### config.mk
export PLATFORM = sky130hd
export DESIGN_NAME = gpio_irq_agg
export DESIGN_NICKNAME = d
export VERILOG_FILES = /design/src/rtl/gpio_irq_pkg.sv /design/src/rtl/gpio_irq_regs.sv /design/src/rtl/gpio_irq_pin.sv /design/src/rtl/gpio_irq_group_reduce.sv /design/src/rtl/gpio_irq_agg.sv
export SDC_FILE = /design/constraint.sdc
export NUM_CORES = 1
export LEC_CHECK = 0
export BUFFER_PORTS_ARGS = -buffer_cell sky130_fd_sc_hd__buf_2
export CORE_AREA = 4 4 227 229
export DETAILED_ROUTE_END_ITERATION = 6
export DIE_AREA = 0 0 231 233
export GPL_ROUTABILITY_DRIVEN = 1
export GPL_TIMING_DRIVEN = 1
export PLACE_DENSITY = 0.42
export SYNTH_ARGS = -nofsm -noshare
export SYNTH_HDL_FRONTEND = slang
export SYNTH_SLANG_ARGS = --single-unit
### constraint.sdc
create_clock -name clk -period 1.3 [get_ports clk]
set_input_delay 0 -clock clk [delete_from_list [all_inputs] [get_ports clk]]
set_output_delay 0 -clock clk [all_outputs]
set_load 0.005 [all_outputs]
### src/rtl/gpio_irq_pkg.sv
package gpio_irq_pkg;
  localparam int REG_ADDR_W = 3;

  typedef enum logic [REG_ADDR_W-1:0] {
    REG_DOUT   = 3'd0,
    REG_DIR    = 3'd1,
    REG_POL    = 3'd2,
    REG_DIN    = 3'd3,
    REG_ECAUSE = 3'd4,
    REG_EMASK  = 3'd5,
    REG_LMASK  = 3'd6
  } gpio_reg_e;
endpackage

### src/rtl/gpio_irq_regs.sv
module gpio_irq_regs
  import gpio_irq_pkg::*;
#(
  parameter int NUM_PINS = 32
) (
  input  logic                  clk,
  input  logic                  rst_n,
  input  logic                  reg_we,
  input  logic                  reg_re,
  input  logic [REG_ADDR_W-1:0] reg_addr,
  input  logic [NUM_PINS-1:0]   reg_wdata,
  input  logic [NUM_PINS-1:0]   din_vec,
  input  logic [NUM_PINS-1:0]   ecause_vec,
  output logic [NUM_PINS-1:0]   reg_rdata,
  output logic [NUM_PINS-1:0]   cfg_dout,
  output logic [NUM_PINS-1:0]   cfg_dir,
  output logic [NUM_PINS-1:0]   cfg_pol,
  output logic [NUM_PINS-1:0]   cfg_emask,
  output logic [NUM_PINS-1:0]   cfg_lmask,
  output logic                  cause_wr
);
  gpio_reg_e sel;
  logic [NUM_PINS-1:0] rd_mux;

  assign sel      = gpio_reg_e'(reg_addr);
  assign cause_wr = reg_we && (sel == REG_ECAUSE);

  // Writable configuration words; data-in and cause are handled elsewhere.
  always_ff @(posedge clk or negedge rst_n) begin
    if (!rst_n) begin
      cfg_dout  <= '0;
      cfg_dir   <= '0;
      cfg_pol   <= '0;
      cfg_emask <= '0;
      cfg_lmask <= '0;
    end else if (reg_we) begin
      case (sel)
        REG_DOUT:  cfg_dout  <= reg_wdata;
        REG_DIR:   cfg_dir   <= reg_wdata;
        REG_POL:   cfg_pol   <= reg_wdata;
        REG_EMASK: cfg_emask <= reg_wdata;
        REG_LMASK: cfg_lmask <= reg_wdata;
        default:   ;
      endcase
    end
  end

  always_comb begin
    case (sel)
      REG_DOUT:   rd_mux = cfg_dout;
      REG_DIR:    rd_mux = cfg_dir;
      REG_POL:    rd_mux = cfg_pol;
      REG_DIN:    rd_mux = din_vec;
      REG_ECAUSE: rd_mux = ecause_vec;
      REG_EMASK:  rd_mux = cfg_emask;
      REG_LMASK:  rd_mux = cfg_lmask;
      default:    rd_mux = '0;
    endcase
  end

  // Registered read data, held between reads.
  always_ff @(posedge clk or negedge rst_n) begin
    if (!rst_n)      reg_rdata <= '0;
    else if (reg_re) reg_rdata <= rd_mux;
  end
endmodule

### src/rtl/gpio_irq_pin.sv
module gpio_irq_pin (
  input  logic clk,
  input  logic rst_n,
  input  logic armed,
  input  logic raw,
  input  logic pol,
  input  logic dir_in,
  input  logic lmask,
  input  logic emask,
  input  logic cause_wr,
  input  logic cause_wbit,
  output logic din,
  output logic rise,
  output logic cause,
  output logic pending
);
  logic prev_q;
  logic clr;

  assign din  = raw ^ pol;
  assign rise = armed & din & ~prev_q;
  assign clr  = cause_wr & ~cause_wbit;

  always_ff @(posedge clk or negedge rst_n) begin
    if (!rst_n) begin
      prev_q <= 1'b0;
      cause  <= 1'b0;
    end else begin
      prev_q <= din;
      // A new edge overrides a clear in the same cycle.
      cause  <= (cause & ~clr) | rise;
    end
  end

  assign pending = dir_in & ((din & lmask) | (cause & emask));
endmodule

### src/rtl/gpio_irq_group_reduce.sv
module gpio_irq_group_reduce #(
  parameter int NUM_PINS   = 32,
  parameter int GROUP_SIZE = 8
) (
  input  logic                             clk,
  input  logic                             rst_n,
  input  logic [NUM_PINS-1:0]              pend_vec,
  output logic [NUM_PINS/GROUP_SIZE-1:0]   irq_group
);
  localparam int NUM_GROUPS = NUM_PINS / GROUP_SIZE;

  for (genvar g = 0; g < NUM_GROUPS; g++) begin : g_grp
    always_ff @(posedge clk or negedge rst_n) begin
      if (!rst_n) irq_group[g] <= 1'b0;
      else        irq_group[g] <= |pend_vec[g*GROUP_SIZE +: GROUP_SIZE];
    end
  end
endmodule

### src/rtl/gpio_irq_agg.sv
module gpio_irq_agg
  import gpio_irq_pkg::*;
#(
  parameter int NUM_PINS   = 32,
  parameter int GROUP_SIZE = 8
) (
  input  logic                           clk,
  input  logic                           rst_n,
  input  logic [NUM_PINS-1:0]            gpio_in,
  output logic [NUM_PINS-1:0]            gpio_out,
  output logic [NUM_PINS-1:0]            gpio_oe,
  input  logic                           reg_we,
  input  logic                           reg_re,
  input  logic [REG_ADDR_W-1:0]          reg_addr,
  input  logic [NUM_PINS-1:0]            reg_wdata,
  output logic [NUM_PINS-1:0]            reg_rdata,
  output logic [NUM_PINS/GROUP_SIZE-1:0] irq_group
);
  logic [NUM_PINS-1:0] cfg_dout, cfg_dir, cfg_pol, cfg_emask, cfg_lmask;
  logic [NUM_PINS-1:0] din_vec, rise_vec, ecause_vec, pend_vec;
  logic cause_wr;
  logic armed;

  // Edge history is valid only from the second cycle after reset.
  always_ff @(posedge clk or negedge rst_n) begin
    if (!rst_n) armed <= 1'b0;
    else        armed <= 1'b1;
  end

  gpio_irq_regs #(.NUM_PINS(NUM_PINS)) u_regs (
    .clk(clk), .rst_n(rst_n), .reg_we(reg_we), .reg_re(reg_re),
    .reg_addr(reg_addr), .reg_wdata(reg_wdata),
    .din_vec(din_vec), .ecause_vec(ecause_vec), .reg_rdata(reg_rdata),
    .cfg_dout(cfg_dout), .cfg_dir(cfg_dir), .cfg_pol(cfg_pol),
    .cfg_emask(cfg_emask), .cfg_lmask(cfg_lmask), .cause_wr(cause_wr)
  );

  for (genvar p = 0; p < NUM_PINS; p++) begin : g_pin
    gpio_irq_pin u_pin (
      .clk(clk), .rst_n(rst_n), .armed(armed), .raw(gpio_in[p]),
      .pol(cfg_pol[p]), .dir_in(cfg_dir[p]), .lmask(cfg_lmask[p]),
      .emask(cfg_emask[p]), .cause_wr(cause_wr), .cause_wbit(reg_wdata[p]),
      .din(din_vec[p]), .rise(rise_vec[p]), .cause(ecause_vec[p]),
      .pending(pend_vec[p])
    );
  end

  gpio_irq_group_reduce #(.NUM_PINS(NUM_PINS), .GROUP_SIZE(GROUP_SIZE)) u_red (
    .clk(clk), .rst_n(rst_n), .pend_vec(pend_vec), .irq_group(irq_group)
  );

  assign gpio_out = cfg_dout;
  assign gpio_oe  = ~cfg_dir;
endmodule

======== After elaboration in Yosys (flattened, before gate mapping) ========
Cells that the tools add are included.
word-level totals
  bits in registers ....................... 261
  bits of input ports ..................... 71
  output and inout bits ................... 100
  logic and storage cells ................. 510
operators by class
  eq/ne operators ......................... 6
  mux-type cells .......................... 1
  bitwise logic cells ..................... 417
  reduce and logical (&&, ||, !) cells .... 11
operators by type and width
  kind                number
  $and 1x1->1         224
  $pmux 32 s7         1
  $not 1->1           96
  $or 1x1->1          64
  $not 32->32         1
  $reduce_or 8->1     4
  $xor 1x1->1         32
  $reduce_and 2->1    5
  $eq 3x3->1 const B  3
  $eq 3x2->1 const B  2
  $eq 3x1->1 const B  1
  $logic_not 3->1     1
  $logic_and 1x1->1   1

======== Logic depth before layout (Yosys ltp) ========
  word-level depth ........................ 6
  gate-level depth with buffers ........... 7
  gate-level depth less buffers ........... 4

======== Cells and area by module ========
Synthesis repeated with hierarchy kept, for this count alone.
second synthesis, totals
  cell total of the unflattened synthesis .. 1142
  area total of the unflattened synthesis .. 12877.4 um^2
modules (own cells, without submodules)
  module                 times used  cells each  area each (um^2)  seq. area each (um^2)
  gpio_irq_regs          1           740         9320.2            4804.6
  gpio_irq_pin           32          11          101.3             50.0
  gpio_irq_group_reduce  1           16          165.2             100.1
  gpio_irq_agg           1           34          148.9             25.0

======== Worst setup path before layout ========
No wires, ideal clock.
  path kind ............................... reg2reg
  from .................................... reg u_regs.cfg_pol[17]
  to ...................................... reg u_red.irq_group[2]
  setup time .............................. 139 ps
  arrival time ............................ 1186 ps
  required time ........................... 1161 ps
  setup slack ............................. -24 ps
  cell stages (with the launch flop) ...... 5
  clock period less this slack ............ 1324 ps
  cells stage by stage .................... dfrtp_1 -> xor2_1 -> nand3_1 -> nand4_1 -> or4_1
on the way
  longest elaborated chain between the ends .. 5
ends and longest elaborated chain
  element                          line                         source
  from (decl)                      gpio_irq_regs.sv:17          output logic [NUM_PINS-1:0] cfg_pol,
  from (signal assigned)           gpio_irq_regs.sv:40          REG_POL: cfg_pol <= reg_wdata;
  $xor 1x1->1                      gpio_irq_pin.sv:20           assign din = raw ^ pol;
  via g_pin[17].u_pin.din          gpio_irq_pin.sv:12           output logic din,
  $and 1x1->1                      gpio_irq_pin.sv:35           assign pending = dir_in & ((din & lmask) | (cause & emask));
  $or 1x1->1                       gpio_irq_pin.sv:35
  $and 1x1->1                      gpio_irq_pin.sv:35
  $reduce_or 8->1                  gpio_irq_group_reduce.sv:15  else irq_group[g] <= |pend_vec[g*GROUP_SIZE +: GROUP_SIZE];
  to (signal, indexed assignment)  gpio_irq_group_reduce.sv:15
  to (decl)                        gpio_irq_group_reduce.sv:8   output logic [NUM_PINS/GROUP_SIZE-1:0] irq_group
The timed path passes the listed nets, and every way through them passes these cells.
A chain may end at the register's enable or synchronous reset.

======== Worst setup path after layout ========
  from .................................... reg u_regs.cfg_pol[4]
  to ...................................... reg u_red.irq_group[0]
on the way
  longest elaborated chain between the ends .. 5
ends and longest elaborated chain
  element                 line
  $xor 1x1->1             gpio_irq_pin.sv:20
  via g_pin[4].u_pin.din  gpio_irq_pin.sv:12
  $and 1x1->1             gpio_irq_pin.sv:35
  $or 1x1->1              gpio_irq_pin.sv:35
  $and 1x1->1             gpio_irq_pin.sv:35
  $reduce_or 8->1         gpio_irq_group_reduce.sv:15
The timed path passes the listed nets, and every way through them passes these cells.

==> metrics <==
outcome finished with violations; failing checks setup timing; Setup-failing EPs final 4; unrepaired setup endpoints after global routing true; final-report max-slew violation count 0; Mapped Area between 10000 and 15000 µm²; CTS tree done; drt first pass iters 5; M1 GR Usage 0.2412; wirelength, routed approximately 47000 µm; Yosys reg bits between 200 and 300; GR Overflow Total 0; Leak 0.007523 µW; Root Driver clkbuf_16; GP Congestion 0.8107; largest fanout on the critical path 2; YS warnings 0; Tcrit/Tclk final 1.054; Chip Width 231 µm; Remaining DRCs 0; post-detail-place hpwl about 32000 µm; initial antenna violation count 2; skew final between 0.01 and 0.015 ns; Syn Nets ~1.2k; Worst Hold Class primary input to flop; Max Clock Freq ~730 MHz; largest net degree at the start of global routing between 50 and 60; post-route ant nets 0; DRT iter0 DRCs approximately 680; Critical Path AT ~1.8 ns; final hold violations 0; ratio of cells with drive above 1 in the final layout 0.3808; first-pass GRT wire length 70330 µm; peak supply drop slightly above 0.0007 V; Syn-to-layout area delta 40.05%; CTS clk-pin slew, worst paths around 0.060 ns; Power per Cell Area roughly 1600 nW/µm²; WL/cell roughly 22 µm; starting density of the core 0.2477; Unique masters post-synth 38; Vias per Instance roughly 4.7; grt met3 use 0.02436; crit start category flop; later-pin clock latency in the skew report approximately 0.53 ns; Pwr Total roughly 28000 µW; Setup WS post-layout -0.06958 ns; Mapped Cells 1094; maximum clock path buffer count 3; total track usage 0.1730; main flop type after synthesis dfrtp_1; CTS sink count approximately 260; Core Region roughly 50000 µm²; vias 10.26k; Die Height roughly 230 µm; Async SR Flop Fraction 1.000; Post-synth EDFFs 0; Inserted Diodes 0; Die Area ~54000 µm²; post-layout min period 1.370 ns; end-of-flow core utilization 0.3469; nets roughly 1.5k; dpl ws -0.1322 ns; # IOs 171; met2 usage in global routing 0.2840; # rows slightly above 80; Fin Setup TNS -0.2127 ns; Num CTS Buffers 34; H-tree levels 2; vias in the first global route around 11k; CP required roughly 1.7 ns; WS Path Type flop to flop; syn avg cell area about 11 µm²; register area share after synthesis 0.5311; Top Usage Layer GRT met2; I/O Buffers 170; Worst setup EP type flop; Max Cap Viol 0
==> kinds of logic after synthesis <==
logic type	after synthesis	synth area share
other	1	0.0003049
AND/OR/NAND/NOR	306	0.1309
multiplexers	159	0.1436
flip-flops	261	0.5311
XOR/XNOR	34	0.02421
buffers and inverters	110	0.04395
AO/OA/AOI/OAI	223	0.1260
==> what timing repair did <==
action | CTS | global route
hold buffers | 68 | 0
pin swaps | 20 | 19
setup buffers | 6 | 2
gates cloned | 0 | 0
hold endpoints to repair | 487 | 0
resized for setup | 7 | 36
endpoints found under the setup margin | 10 | 25
==> final cells by class <==
cell class              instances  area [µm²]
repair buffers                409        3179
fillers                      5024       32430
clock buffers                  52        1040
inverters                      43       161.4
well taps                     672       840.8
flip-flops and latches        261        6533
multi-input cells             723        5366
clock inverters                 9       103.9
==> sequential cells by signal, indices dropped and copies added (netlist names), 32 cells and up <==
register / count
u_regs.cfg_dir: 32
u_regs.cfg_emask: 32
u_regs.reg_rdata: 32
u_regs.cfg_lmask: 32
g_pin.u_pin.cause: 32
g_pin.u_pin.prev_q: 32
u_regs.cfg_dout: 32
u_regs.cfg_pol: 32
==> cell usage after synthesis, types with 21 or more instances <==
cell,instances,area share
o221ai_1,22,0.016
dfrtp_1,261,0.53
nand2_1,100,0.031
nand3b_1,32,0.020
nand3_1,65,0.026
inv_1,43,0.013
mux2_2,124,0.11
a21oi_1,21,0.0085
o21ai_0,84,0.034
clkbuf_1,26,0.0079
a22oi_1,42,0.026
nand2b_1,55,0.028
xor2_1,34,0.024
nor2_1,22,0.0067
==> final timing paths <==
| kind | from | end | slack (ns) | cells past startpoint |
|---|---|---|---|---|
| max in group asynchronous | rst_n | u_regs.cfg_pol[26] | 0.85 | 3 |
| worst min register to register | g_pin[26].u_pin.prev_q | g_pin[26].u_pin.cause | 0.48 | 2 |
| worst min-delay path | gpio_in[15] | u_regs.reg_rdata[15] | 0.06 | 5 |
| worst max-delay path | u_regs.cfg_pol[4] | u_red.irq_group[0] | -0.07 | 4 |
| worst max register to register | u_regs.cfg_pol[4] | u_red.irq_group[0] | -0.07 | 4 |
| min in group asynchronous | rst_n | u_regs.cfg_lmask[4] | 0.10 | 3 |
==> critical path: stages, from the launching register on <==
cell,delay [ns]
dfrtp_1,0.39
xor2_1,0.16
nand3_1,0.11
nand4_1,0.09
or4_1,0.50
==> layer usage <==
layer,wire [µm],part of all wire
met2,22300,0.47
met4,857,0.018
met3,1926,0.041
met1,21860,0.47
met5,21,0.00045
==> power breakdown <==
group / switching (µW) / internal, µW / total, µW
registers: 1430 / 10000 / 11400
clock network: 3720 / 5910 / 9630
logic: 3100 / 3700 / 6800
==> placed cells by master, fill, tap and decap left out, types with 4 or more instances in the layout <==
cell           count
o2bb2ai_1         18
dlygate4sd3_1     67
clkinv_2           4
a21oi_1           21
buf_6              9
mux2i_1           20
inv_2              8
clkbuf_16         35
nor2_1            22
a32o_1            20
nand3_1           64
mux2_2           122
clkbuf_8          10
a22oi_1           29
xor2_1            32
o21ai_0           82
nand3b_1          32
nand2_1          100
mux2_1            15
inv_1             35
buf_2            165
a22oi_2           13
o221ai_1          20
buf_12            25
nand4_1           16
dfrtp_1          260
buf_4            142
o221a_2           10
o21ai_1            4
nand2b_1          54
clkbuf_1           7
==> through the flow <==
stage / area, µm² / cells / hold WS, ns
2_1_floorplan: 12300 / 1094 / -0.2956
3_3_place_gp: 15180 / 2034 / -0.09981
3_5_place_dp: 15180 / 2034 / -0.1068
4_1_cts: 17080 / 2169 / 0.02464
5_1_grt: 17220 / 2169 / 0.1215
6_report: 17220 / 2169 / 0.06423
No activity file was read; power rests on OpenSTA's default activity.
